==> config.mk <==
export PLATFORM = sky130hd
export DESIGN_NAME = sck_gpio_pin
export DESIGN_NICKNAME = d
export VERILOG_FILES = /design/src/rtl/sck_gpio_pin_pkg.sv /design/src/rtl/sck_gpio_pin_regs.sv /design/src/rtl/sck_gpio_pin_route.sv /design/src/rtl/sck_gpio_pin_rdmux.sv /design/src/rtl/sck_gpio_pin.sv
export SDC_FILE = /design/constraint.sdc
export NUM_CORES = 1
export LEC_CHECK = 0
export ABC_CLOCK_PERIOD_IN_PS = 1300
export CORE_AREA = 2 2 39 41
export CTS_CLUSTER_SIZE = 12
export DETAILED_ROUTE_END_ITERATION = 10
export DIE_AREA = 0 0 41 43
export PLACE_DENSITY = 0.79
export SYNTH_ARGS = -nofsm -noshare
export SYNTH_HDL_FRONTEND = slang
export SYNTH_HIERARCHICAL = 1
export SYNTH_SLANG_ARGS = --single-unit
==> constraint.sdc <==
create_clock -name clk -period 1.3 [get_ports clk]
set_input_delay 0.26 -clock clk [delete_from_list [all_inputs] [get_ports clk]]
set_output_delay 0.26 -clock clk [all_outputs]
set_load 0.01 [all_outputs]
==> src/rtl/sck_gpio_pin_pkg.sv <==
package sck_gpio_pin_pkg;

    // Who currently decides the pin buffer
    typedef enum logic [1:0] {
        OWN_PORT       = 2'd0,
        OWN_SER_SOURCE = 2'd1,
        OWN_SER_SINK   = 2'd2
    } pin_owner_e;

    // Stored software state of the pin
    typedef struct packed {
        logic lvl;      // latched output level
        logic drive;    // 1 = output
        logic pd_inh;   // 1 = pulldown inhibited
    } port_bits_t;

    // Everything sent toward the pad and the serial unit
    typedef struct packed {
        logic out;
        logic oe;
        logic pd_en;
        logic clk_back;
    } pad_ctl_t;

    localparam int NUM_BITS = 3;

    function automatic pin_owner_e pick_owner(input logic en, input logic src);
        if (!en)      return OWN_PORT;
        else if (src) return OWN_SER_SOURCE;
        else          return OWN_SER_SINK;
    endfunction

endpackage

==> src/rtl/sck_gpio_pin_regs.sv <==
module sck_gpio_pin_regs
    import sck_gpio_pin_pkg::*;
#(
    parameter int                ADDR_W  = 8,
    parameter int                DATA_W  = 8,
    parameter int                PIN_BIT = 7,
    parameter logic [ADDR_W-1:0] A_LVL   = 8'h01,
    parameter logic [ADDR_W-1:0] A_DRV   = 8'h05,
    parameter logic [ADDR_W-1:0] A_INH   = 8'h11
) (
    input  logic              clk,
    input  logic              rst,
    input  logic [ADDR_W-1:0] bus_addr,
    input  logic [DATA_W-1:0] bus_wdata,
    input  logic              bus_wr,
    output port_bits_t        bits_o
);

    localparam logic [ADDR_W-1:0] ADDR_TAB [NUM_BITS] = '{A_LVL, A_DRV, A_INH};

    logic [NUM_BITS-1:0] bit_q;

    for (genvar i = 0; i < NUM_BITS; i++) begin : g_bit
        always_ff @(posedge clk) begin
            if (rst)
                bit_q[i] <= 1'b0;
            else if (bus_wr && bus_addr == ADDR_TAB[i])
                bit_q[i] <= bus_wdata[PIN_BIT];
        end
    end

    always_comb begin
        bits_o.lvl    = bit_q[0];
        bits_o.drive  = bit_q[1];
        bits_o.pd_inh = bit_q[2];
    end

    // a write lands in the addressed bit on the next edge
    a_r12_dir_write: assert property (@(posedge clk) disable iff (rst)
        $past(bus_wr && bus_addr == A_DRV) |-> bits_o.drive == $past(bus_wdata[PIN_BIT]));

    a_r12_lvl_write: assert property (@(posedge clk) disable iff (rst)
        $past(bus_wr && bus_addr == A_LVL) |-> bits_o.lvl == $past(bus_wdata[PIN_BIT]));

    // state is cleared after reset
    a_r1_reset_clear: assert property (@(posedge clk) disable iff (rst)
        $past(rst) |-> (bits_o == '0));

endmodule

==> src/rtl/sck_gpio_pin_route.sv <==
module sck_gpio_pin_route
    import sck_gpio_pin_pkg::*;
(
    input  logic       clk,
    input  logic       rst,
    input  logic       ser_en,
    input  logic       ser_master,
    input  logic       ser_clk_out,
    input  logic       pad_in,
    input  port_bits_t bits_i,
    output pad_ctl_t   ctl_o
);

    pin_owner_e owner;

    always_comb begin
        owner = pick_owner(ser_en, ser_master);
        ctl_o = '0;
        unique case (owner)
            OWN_SER_SOURCE: begin
                ctl_o.oe       = 1'b1;
                ctl_o.out      = ser_clk_out;
                ctl_o.clk_back = ser_clk_out;
            end
            OWN_SER_SINK: begin
                ctl_o.clk_back = pad_in;
            end
            default: begin
                ctl_o.oe    = bits_i.drive;
                ctl_o.out   = bits_i.lvl;
                ctl_o.pd_en = ~bits_i.drive & ~bits_i.pd_inh;
            end
        endcase
    end

    // clock source drives the pin
    a_r2_source_drive: assert property (@(posedge clk) disable iff (rst)
        (ser_en && ser_master) |-> (ctl_o.oe && ctl_o.out == ser_clk_out));

    // clock sink releases the pin and listens
    a_r3_sink_listen: assert property (@(posedge clk) disable iff (rst)
        (ser_en && !ser_master) |-> (!ctl_o.oe && ctl_o.clk_back == pad_in));

    // no pulldown under serial ownership
    a_r4_ser_no_pull: assert property (@(posedge clk) disable iff (rst)
        ser_en |-> !ctl_o.pd_en);

    // never pull down a driven pin
    a_r8_driven_no_pull: assert property (@(posedge clk) disable iff (rst)
        ctl_o.oe |-> !ctl_o.pd_en);

    // no clock returned while the port owns the pin
    a_r11_port_no_clk: assert property (@(posedge clk) disable iff (rst)
        !ser_en |-> !ctl_o.clk_back);

    // ownership held across cycles keeps the buffer state fixed
    a_r5_held_oe: assert property (@(posedge clk) disable iff (rst)
        (ser_en && $past(ser_en) && $stable(ser_master)) |-> ($stable(ctl_o.oe) && !ctl_o.pd_en));

endmodule

==> src/rtl/sck_gpio_pin_rdmux.sv <==
module sck_gpio_pin_rdmux
    import sck_gpio_pin_pkg::*;
#(
    parameter int                ADDR_W  = 8,
    parameter int                DATA_W  = 8,
    parameter int                PIN_BIT = 7,
    parameter logic [ADDR_W-1:0] A_LVL   = 8'h01,
    parameter logic [ADDR_W-1:0] A_DRV   = 8'h05
) (
    input  logic              bus_rd,
    input  logic [ADDR_W-1:0] bus_addr,
    input  logic              pad_in,
    input  port_bits_t        bits_i,
    output logic [DATA_W-1:0] rdata_o
);

    always_comb begin
        rdata_o = '0;
        if (bus_rd) begin
            if (bus_addr == A_LVL)
                rdata_o[PIN_BIT] = bits_i.drive ? bits_i.lvl : pad_in;
            else if (bus_addr == A_DRV)
                rdata_o[PIN_BIT] = bits_i.drive;
        end
    end

endmodule

==> src/rtl/sck_gpio_pin.sv <==
module sck_gpio_pin
    import sck_gpio_pin_pkg::*;
#(
    parameter int                ADDR_W  = 8,
    parameter int                DATA_W  = 8,
    parameter int                PIN_BIT = 7,
    parameter logic [ADDR_W-1:0] A_LVL   = 8'h01,
    parameter logic [ADDR_W-1:0] A_DRV   = 8'h05,
    parameter logic [ADDR_W-1:0] A_INH   = 8'h11
) (
    input  logic              clk,
    input  logic              rst,
    input  logic [ADDR_W-1:0] bus_addr,
    input  logic [DATA_W-1:0] bus_wdata,
    input  logic              bus_wr,
    input  logic              bus_rd,
    output logic [DATA_W-1:0] bus_rdata,
    input  logic              ser_en,
    input  logic              ser_master,
    input  logic              ser_clk_out,
    output logic              ser_clk_in,
    input  logic              pad_in,
    output logic              pad_out,
    output logic              pad_oe,
    output logic              pad_pd_en
);

    port_bits_t bits;
    pad_ctl_t   ctl;

    sck_gpio_pin_regs #(
        .ADDR_W(ADDR_W), .DATA_W(DATA_W), .PIN_BIT(PIN_BIT),
        .A_LVL(A_LVL), .A_DRV(A_DRV), .A_INH(A_INH)
    ) u_regs (
        .clk      (clk),
        .rst      (rst),
        .bus_addr (bus_addr),
        .bus_wdata(bus_wdata),
        .bus_wr   (bus_wr),
        .bits_o   (bits)
    );

    sck_gpio_pin_route u_route (
        .clk        (clk),
        .rst        (rst),
        .ser_en     (ser_en),
        .ser_master (ser_master),
        .ser_clk_out(ser_clk_out),
        .pad_in     (pad_in),
        .bits_i     (bits),
        .ctl_o      (ctl)
    );

    sck_gpio_pin_rdmux #(
        .ADDR_W(ADDR_W), .DATA_W(DATA_W), .PIN_BIT(PIN_BIT),
        .A_LVL(A_LVL), .A_DRV(A_DRV)
    ) u_rdmux (
        .bus_rd  (bus_rd),
        .bus_addr(bus_addr),
        .pad_in  (pad_in),
        .bits_i  (bits),
        .rdata_o (bus_rdata)
    );

    assign pad_out    = ctl.out;
    assign pad_oe     = ctl.oe;
    assign pad_pd_en  = ctl.pd_en;
    assign ser_clk_in = ctl.clk_back;

    // an input pin reads back its live level
    a_r9_live_read: assert property (@(posedge clk) disable iff (rst)
        (bus_rd && bus_addr == A_LVL && !ser_en && !pad_oe) |-> bus_rdata[PIN_BIT] == pad_in);

    // port owner drives what the read-back reports
    a_r7_port_drive: assert property (@(posedge clk) disable iff (rst)
        (!ser_en && pad_oe && bus_rd && bus_addr == A_LVL) |-> bus_rdata[PIN_BIT] == pad_out);

    // the write-only address reads as zero
    a_r10_inh_reads_zero: assert property (@(posedge clk) disable iff (rst)
        (bus_addr == A_INH) |-> bus_rdata == '0);

endmodule

# Word level (Yosys, flattened, before mapping)
# Index checks and enable logic that the tools add are counted.
# word_totals
word_cells	24
register_bits	3
output_inout_bits	12
# op_classes
muxes	9
reduce_logical	4
eq_ne	5
bitwise_logic	3
# op_table
cell	count
== test 8 x 1 -> 1 bit (second input constant)	1
== test 8 x 3 -> 1 bit (second input constant)	1
== test 8 x 5 -> 1 bit (second input constant)	1
two-way mux 1 bit	5
two-way mux 2 bit	2
case mux 2 bit (2 select lines)	1
logical AND 1 bit	3
== test 2 x 1 -> 1 bit (second input constant)	1
== test 2 bit (second input constant)	1
inverter 1 bit	2
case mux 1 bit (2 select lines)	1
OR reduction 2 bit	1
AND 1 bit	1

# Logic depth before layout (Yosys ltp)
# Gate-level depths: netlist (run 1).
# depth
word_depth	5
mapped_depth	3
ltp_nobuf	3

# By module
# The synthesis (run 1) kept the hierarchy.
# by_module_without_submodules
mod	instances	area_each_um2	cells_per_inst
sck_gpio_pin_regs	1	176.4	17
sck_gpio_pin_rdmux	1	97.6	13
sck_gpio_pin_route	1	50.0	7

# Least setup slack after synthesis (run 1)
# No wires, ideal clock.
# synth_timing
path_kind	input -> output
from	input bus_addr[7]
to	output bus_rdata[7]
setup_slack_ns	-0.089
path_stages	2
arrival_ns	1.129
required_ns	1.040
n_path_buf	0
cell_sequence	or4b_1 > a211oi_1
# synth_between
elab_chain_cells	4
# synth_rtl
element	line	rtl
from (decl)	sck_gpio_pin.sv:13	input logic [ADDR_W-1:0] bus_addr,
== test 8 x 3 -> 1 bit	sck_gpio_pin_rdmux.sv:22	else if (bus_addr == A_DRV)
two-way mux 1 bit	sck_gpio_pin_rdmux.sv:22	
two-way mux 1 bit (*)	sck_gpio_pin_rdmux.sv:20	if (bus_addr == A_LVL)
two-way mux 1 bit (*)	sck_gpio_pin_rdmux.sv:19	if (bus_rd) begin
to (decl)	sck_gpio_pin.sv:17	output logic [DATA_W-1:0] bus_rdata,
# Mark *: on every way between the ends. The rest lies on a longest branch, timed or not.

# Worst setup path in the final report (run 1)
# layout_timing
from	register u_regs.bit_q[1], in the netlist u_regs/bits_o[1]
to	output bus_rdata[7]
# layout_between
elab_chain_cells	3
# layout_rtl
element	line	rtl
from (decl)	sck_gpio_pin_regs.sv:21	logic [NUM_BITS-1:0] bit_q;
from (signal, indexed assignment)	sck_gpio_pin_regs.sv:28	bit_q[i] <= bus_wdata[PIN_BIT];
two-way mux 1 bit, on equally long branches	sck_gpio_pin_rdmux.sv:22, sck_gpio_pin_rdmux.sv:21	
two-way mux 1 bit (*)	sck_gpio_pin_rdmux.sv:20	
two-way mux 1 bit (*)	sck_gpio_pin_rdmux.sv:19	
# Marked as above.

==> results.yml, run 1 <==
layout:
  layout.nets: 97
  stdcell_count: 88
  post-route-util: 0.433
  drive_gt1_frac: 0.458
  antenna_cells: 0
  final_cell_mix: "buf_4 (11), buf_2 (7), conb_1 (7)"
  syn2layout_area_growth_pct: 84.9
  finalInstanceArea_um2: 599
  largest_reg_flops: 3
  final_common_cell: "buf_4"
worst_setup_path:
  cp_slowest_cell: "or3b_4"
  cp_top_family: "simple AND/OR/NAND/NOR gates"
  crit_start: "u_regs/bits_o[1]"
  cp.arrival_ps: 1270
  worst_setup_path_start_kind: "flip-flop"
  path_buf_inv: 1
  r2r_start: "u_regs/bits_o[1]"
  path_class: "reg -> out"
  worst_setup_path_end_kind: "primary output"
  slowest_delay_ps: 370
  cp_max_fo: 2
  crit_chain: "or3b_4 -> a211oi_2 -> buf_2"
  worstPathRequired_ps: 1040
clock_tree:
  root_buffer: "clkbuf_4"
  ctsHoldBuffers: 0
  cts_max_path_buffers: 2
  cts_tree: "built"
  h-tree-depth: 1
  clkSinkCount: 3
  cts-buffers-inserted: 3
  clk_pin_slew_ps: 40
  clk_latency_ps: 230
  post_cts_buffers: 0
floorplanning:
  die_x_um: 41
  die_y_um: 43
  pin_count: 36
  rows: 14
  start_util: 0.234
  dieArea_um2: 1760
  core_area_um2: 1380
sta:
  max_freq_mhz: 653
  maxSlewViolCount: 0
  finalSetupTns_ps: -261
  hold_viol_final: 0
  fin_crit_sh: 1.18
  period_minus_slack_ps: 1530
  setup_viol: 2
  rsz0062_at_grt: "true"
  fin_skew_ps: 0
  holdWs_ps: 467
  finalWorstSetupSlack_ps: -232
route:
  routed_via_density: 4.22
  drtIter0Drc: 3
  wirelength_um: 942
  drtAntennaViolNets: 0
  drc: 0
  dr.pass1.iters: 3
  wl_per_cell_um: 10.7
  vias: 371
placed_design:
  dpl.cell_count: 84
  routabilityCongestion: 0.640
  dp_hpwl_um: 716
  place_area_um2: 612
  port_buffers: 21
global_route:
  grt_usage: 0.129
  grt_max_degree: 6
  grt_pass1_wl_mm: 1.46
  grt_pass1_vias: 377
  antenna_found_initial: 0
  grt.overflow.total: 0
power_and_ir_drop:
  power_leakage_uw: 0.000296
  peakVddDrop_mv: 0.302
  power_density_nw_per_um2: 623
outcome:
  violations: "negative setup slack"
  status: "finished with violations"
synth:
  synthesis.area_um2: 324
  synth_cell_types: 19
  yosysWarnings: 6
  syn_area_per_cell_um2: 8.76
  netlist_instances: 37
  synth_seq_cells: 3
  synth-seq-area-share: 0.185
run:
  drv_cap: 0
worst_hold_path:
  hold_class: "in -> reg"
  hold_start: "bus_addr[5]"
metrics by stage:
stage          setup slack [ps]  power [uW]
5_1_grt                    -304         404
3_3_place_gp               -941         221
6_report                   -232         373
2_1_floorplan             -21.8         145
3_5_place_dp               -961         223
4_1_cts                    -252         381
power breakdown:
group          leakage (uW)  internal, uW  switching (uW)
logic              0.000256          68.1            46.1
registers         0.0000247          92.6          0.0622
clock network     0.0000150           115            51.4
worst min-delay path, cell delays in order:
cell and delay [ps]:
clkbuf_2 90, buf_4 100, nand4b_1 120, mux2i_1 70
layout make-up:
| class | instances | area (um^2) |
|---|---|---|
| inverters | 1 | 3.75 |
| well taps | 16 | 20.0 |
| clock buffers | 4 | 26.3 |
| repair buffers | 32 | 238 |
| flip-flops and latches | 3 | 61.3 |
| multi-input cells | 32 | 250 |
| fillers | 150 | 785 |
routing by layer:
layer | vias up | GRT usage | part of all wire
li1 | 191 | - | -
met5 | - | 0 | 0
met4 | 0 | 0.0600 | 0
met2 | 17 | 0.222 | 0.57
met1 | 163 | 0.109 | 0.34
met3 | 0 | 0.0785 | 0.085
timing repair:
action	4_1_cts	5_1_grt
resized for setup	51	6
endpoints found under the setup margin	8	5
pin swaps	4	3
gates cloned	0	0
cell families (layout without fill, tap and decap cells):
| kind of cell | count (synthesis) | after routing | synth area share |
|---|---|---|---|
| multiplexers | 5 | 5 | 0.170 |
| AND/OR/NAND/NOR | 17 | 17 | 0.405 |
| other | 1 | 7 | 0.0116 |
| AO/OA/AOI/OAI | 3 | 3 | 0.0541 |
| flip-flops | 3 | 3 | 0.185 |
| buffers and inverters | 8 | 37 | 0.174 |
Yosys cell counts (all sizes together):
master,n,share of area
dfxtp,3,0.19
mux2,1,0.046
nand4b,1,0.027
mux2i,4,0.12
nor2b,2,0.039
or3b,1,0.027
nand2b,4,0.077
nor3b,1,0.023
nor3,1,0.015
nand3,2,0.031
a211oi,1,0.023
nand4,1,0.019
buf,7,0.16
conb,1,0.012
or4b,2,0.062
o21ai,2,0.031
nor2,1,0.012
inv,1,0.012
nor4b,1,0.073
path summary, 6_finish.rpt:
kind	slack, ps	cells after the start	endpoint
worst max-delay path	-230	3	bus_rdata[7]
worst min-delay path	470	4	u_regs/bits_o[0]
worst min register to register	490	2	u_regs/bits_o[0]
worst max register to register	580	3	u_regs/bits_o[1]
Power figures use the tool's default switching activity.
==> run 2, diff against run 1 <==
--- a/config.mk
+++ b/config.mk
@@ -5,7 +5,7 @@
 export SDC_FILE = /design/constraint.sdc
 export NUM_CORES = 1
 export LEC_CHECK = 0
-export ABC_CLOCK_PERIOD_IN_PS = 1300
+export ABC_CLOCK_PERIOD_IN_PS = 1600
 export CORE_AREA = 2 2 39 41
 export CTS_CLUSTER_SIZE = 12
 export DETAILED_ROUTE_END_ITERATION = 10
==> constraint.sdc (replaced) <==
create_clock -name clk -period 1.6 [get_ports clk]
set_input_delay 0.32 -clock clk [delete_from_list [all_inputs] [get_ports clk]]
set_output_delay 0.32 -clock clk [all_outputs]
set_load 0.01 [all_outputs]
==> results.yml, run 2 (same netlist as run 1, synthesis figures left out) <==
outcome:
  status: "finished with violations"
  violations: "negative setup slack"
floorplanning:
  die_x_um: 41
  core_area_um2: 1380
  start_util: 0.234
  pin_count: 36
  die_y_um: 43
  dieArea_um2: 1760
  rows: 14
worst_setup_path:
  slowest_delay_ps: 530
  crit_chain: "buf_6 -> or4b_4 -> a211oi_2 -> buf_2"
  worst-r2r-setup-slack_ps: 880
  path_class: "in -> out"
  path_buf_inv: 2
  cp.arrival_ps: 1280
  worst_setup_path_end_kind: "primary output"
  cp_max_fo: 2
  worstPathRequired_ps: 1280
  worst_setup_path_start_kind: "input port"
  cp_slowest_cell: "or4b_4"
  cp_top_family: "simple AND/OR/NAND/NOR gates"
placed_design:
  routabilityCongestion: 0.683
  dpl.cell_count: 82
  port_buffers: 21
  dp_hpwl_um: 741
clock_tree:
  clk_latency_ps: 230
  cts_max_path_buffers: 2
  cts_tree: "built"
  cts-buffers-inserted: 3
  h-tree-depth: 1
  ctsHoldBuffers: 0
  post_cts_buffers: 0
  root_buffer: "clkbuf_4"
  clkSinkCount: 3
  clk_pin_slew_ps: 40
layout:
  seq_area_um2: 61.3
  final_cell_mix: "buf_4 (9), conb_1 (7), dlygate4sd2_1 (6)"
  nFillCells: 150
  multi_input_area_um2: 245
  antenna_cells: 0
  largest_reg_flops: 3
  drive_gt1_frac: 0.386
  final_common_cell: "buf_4"
  stdcell_count: 86
  syn2layout_area_growth_pct: 84.9
  layout.nets: 95
route:
  dr.pass1.iters: 2
  drtIter0Drc: 2
  drtAntennaViolNets: 0
  vias: 367
  drc: 0
  wl_per_cell_um: 10.7
  routed_via_density: 4.27
  wirelength_um: 918
global_route:
  grt_pass1_wl_mm: 1.39
  top_usage_layer: "met2"
  grt_usage: 0.119
  grt_util_met1: 0.0900
  grt_max_degree: 6
  grt_pass1_vias: 397
  met2_usage: 0.225
  grt.overflow.total: 0
  grt_use_met3: 0.0524
  antenna_found_initial: 0
sta:
  hold_viol_final: 0
  setup_viol: 1
  fin_crit_sh: 1.00
  rsz0062_at_grt: "true"
  fin_skew_ps: 0
  maxSlewViolCount: 0
  max_freq_mhz: 625
  period_minus_slack_ps: 1600
  finalWorstSetupSlack_ps: -0.519
run:
  drv_cap: 0
power_and_ir_drop:
  peakVddDrop_mv: 0.306
  finalPower_uw: 302
  power_leakage_uw: 0.000289
  power_density_nw_per_um2: 505
worst_hold_path:
  hold_class: "in -> reg"
[run 2: per-layer routing]
metal	routed length (um)	vias up
met3	99	0
met1	320	159
met5	0	-
li1	-	190
met2	498	18
met4	0	0
[run 2: timing repair]
action | CTS | global route
resized for setup | 35 | 12
endpoints found under the setup margin | 5 | 3
pin swaps | 3 | 2
[run 2: path summary, 6_finish.rpt]
kind / start / end / cells after the start
max: bus_addr[4] / bus_rdata[7] / 4
min: bus_addr[5] / u_regs/bits_o[2] / 4
max reg2reg: u_regs/bits_o[1] / u_regs/bits_o[1] / 3
min reg2reg: u_regs/bits_o[0] / u_regs/bits_o[0] / 2
[run 2: worst reg2reg max path, cell delays in order (launching register included)]
cell,delay (ps)
dfxtp_2,330
buf_4,120
nand2b_1,60
mux2i_1,140
[run 2: report_power, final]
group	internal, uW	total, uW	switching [uW]
clock	93.7	136	42.0
combinational	55.5	91.4	35.9
sequential	75.2	75.3	0.0509
total	224	302	78.0
[run 2: layout make-up]
cell class,instances,area share
tap,16,0.0334
sequential,3,0.102
inverter,1,0.00626
clock buffer,4,0.0438
timing repair buffer,30,0.405
multi-input combinational,32,0.409
[run 2: through the flow]
stage / area, um^2 / setup slack (ps) / util / TNS, ps / hold WS (ps)
3_3_place_gp: 592 / -782 / 0.428 / -2100 / 473
2_1_floorplan: 347 / 91.0 / - / 0 / 451
4_1_cts: 607 / -51.3 / 0.439 / -51.3 / 487
3_5_place_dp: 592 / -780 / 0.428 / -2210 / 481
5_1_grt: 599 / -24.1 / 0.433 / -24.1 / 468
6_report: 599 / -0.519 / 0.433 / -0.519 / 445
==> run 3, diff against run 2 <==
--- a/config.mk
+++ b/config.mk
@@ -5,7 +5,7 @@
 export SDC_FILE = /design/constraint.sdc
 export NUM_CORES = 1
 export LEC_CHECK = 0
-export ABC_CLOCK_PERIOD_IN_PS = 1600
+export ABC_CLOCK_PERIOD_IN_PS = 1900
 export CORE_AREA = 2 2 39 41
 export CTS_CLUSTER_SIZE = 12
 export DETAILED_ROUTE_END_ITERATION = 10
==> constraint.sdc (replaced) <==
create_clock -name clk -period 1.9 [get_ports clk]
set_input_delay 0.38 -clock clk [delete_from_list [all_inputs] [get_ports clk]]
set_output_delay 0.38 -clock clk [all_outputs]
set_load 0.01 [all_outputs]
==> results.yml, run 3 (same netlist as run 1, synthesis figures left out) <==
outcome:
  status: "finished, final reports clean"
power_and_ir_drop:
  power_leakage_uw: 0.000289
  clkPwrFrac: 0.453
  power_density_nw_per_um2: 426
  power.net_switching_uw: 67.9
  seqPwrFrac: 0.246
  peakVddDrop_mv: 0.340
  p_int_uw: 190
  p_comb_frac: 0.301
  switching_share: 0.263
  finalPower_uw: 258
layout:
  drive_gt1_frac: 0.261
  final_common_cell: "dlygate4sd2_1"
  final_cell_mix: "dlygate4sd2_1 (12), buf_4 (8), conb_1 (7)"
  nFillCells: 143
  finalInstanceArea_um2: 606
  post-route-util: 0.438
  syn2layout_area_growth_pct: 86.9
  layout.nets: 94
  antenna_cells: 0
  largest_reg_flops: 3
route:
  dr.pass1.iters: 1
  drtAntennaViolNets: 0
  wl_per_cell_um: 10.1
  routed_via_density: 4.29
  drtIter0Drc: 0
  vias: 365
  wirelength_um: 861
  drc: 0
clock_tree:
  h-tree-depth: 1
  clkSinkCount: 3
  cts-buffers-inserted: 3
  root_buffer: "clkbuf_4"
  cts_max_path_buffers: 2
  cts_tree: "built"
  clk_pin_slew_ps: 40
  ctsHoldBuffers: 0
  clk_latency_ps: 240
  post_cts_buffers: 0
floorplanning:
  die_x_um: 41
  rows: 14
  core_area_um2: 1380
  start_util: 0.234
  die_y_um: 43
  pin_count: 36
  dieArea_um2: 1760
global_route:
  grt_usage: 0.118
  grt_pass1_wl_mm: 1.36
  grt.overflow.total: 0
  antenna_found_initial: 0
  grt_max_degree: 6
  grt_pass1_vias: 353
worst_setup_path:
  worst-path-stages: 4
  crit_chain: "dlygate4sd2_1 -> or4b_4 -> a211oi_2 -> buf_2"
  crit_start: "bus_addr[6]"
  cp_max_fo: 2
  cp_slowest_cell: "or4b_4"
  path_class: "in -> out"
  worstPathRequired_ps: 1520
  r2r_start: "u_regs/bits_o[1]"
  path_buf_inv: 2
  slowest_delay_ps: 530
  worst-r2r-setup-slack_ps: 1210
  reg2reg_depth: 3
  worst_setup_path_start_kind: "input port"
  endpoint: "bus_rdata[7]"
  cp.arrival_ps: 1460
  r2r-end: "u_regs/bits_o[1]"
  cp_top_family: "simple AND/OR/NAND/NOR gates"
  worst_setup_path_end_kind: "primary output"
placed_design:
  port_buffers: 21
  routabilityCongestion: 0.627
  dp_hpwl_um: 726
  place_area_um2: 584
sta:
  finalSetupTns_ps: 0
  maxSlewViolCount: 0
  period_minus_slack_ps: 1840
  setup_viol: 0
  holdWs_ps: 480
  hold_viol_final: 0
  fin_skew_ps: 0
  rsz0062_at_grt: "false"
  fin_crit_sh: 0.970
  max_freq_mhz: 543
run:
  drv_cap: 0
worst_hold_path:
  hold_class: "reg -> reg"
-- run 3: changes by cell type in the layout (fill, tap and decap cells not counted), sizes merged --
cell | previous run | this run
buf | 14 | 9
clkbuf | 7 | 4
clkdlybuf4s15 | 3 | 2
clkdlybuf4s50 | 4 | 6
dlygate4sd2 | 6 | 12
-- run 3: metal layers --
layer | up-vias | routed length [um] | track usage
met2 | 21 | 456 | 0.200
met4 | 0 | 7 | 0.0600
met1 | 160 | 292 | 0.106
met3 | 2 | 105 | 0.0628
met5 | - | 0 | 0
li1 | 182 | - | -
-- run 3: repair_timing --
| action | CTS | global route |
|---|---|---|
| resized for setup | 22 | 2 |
| setup endpoints to repair | 5 | 1 |
| pin swaps | 2 | 2 |
-- run 3: worst min path at each step --
stage	startpoint	end	slack (ps)	cells after the start
after floorplan	u_regs/bits_o[0]	u_regs/bits_o[0]	450	2
after global placement	u_regs/bits_o[0]	u_regs/bits_o[0]	470	2
after detailed placement	u_regs/bits_o[0]	u_regs/bits_o[0]	470	2
after CTS	u_regs/bits_o[0]	u_regs/bits_o[0]	480	2
after global routing	u_regs/bits_o[0]	u_regs/bits_o[0]	500	2
final	u_regs/bits_o[0]	u_regs/bits_o[0]	480	2
-- run 3: power by group through the flow --
stage / logic, uW / registers, uW / clock network (uW)
6_report: 77.8 / 63.4 / 117
5_1_grt: 84.1 / 63.3 / 127
4_1_cts: 77.7 / 63.4 / 120
3_5_place_dp: 85.3 / 64.4 / 0
3_3_place_gp: 83.9 / 64.4 / 0
2_1_floorplan: 34.6 / 64.4 / 0
-- run 3: worst reg2reg max path, cell delays in order, from the launching register on --
cell and delay [ps]:
dfxtp_1 330, buf_4 130, nand2b_1 50, mux2i_1 110
-- run 3: final cells by class --
class                      instances  area, um^2  area share
inverter                           1        3.75     0.00620
tap                               16        20.0      0.0331
multi-input combinational         32         245       0.405
clock buffer                       4        26.3      0.0434
sequential                         3        60.1      0.0992
timing repair buffer              29         250       0.413
-- run 3: per-stage QoR --
stage,std cells,setup slack [ps]
floorplan,43,271
global placement,81,-602
detailed placement,81,-635
CTS,85,1.74
global route,85,0.0663
finish,85,57.6
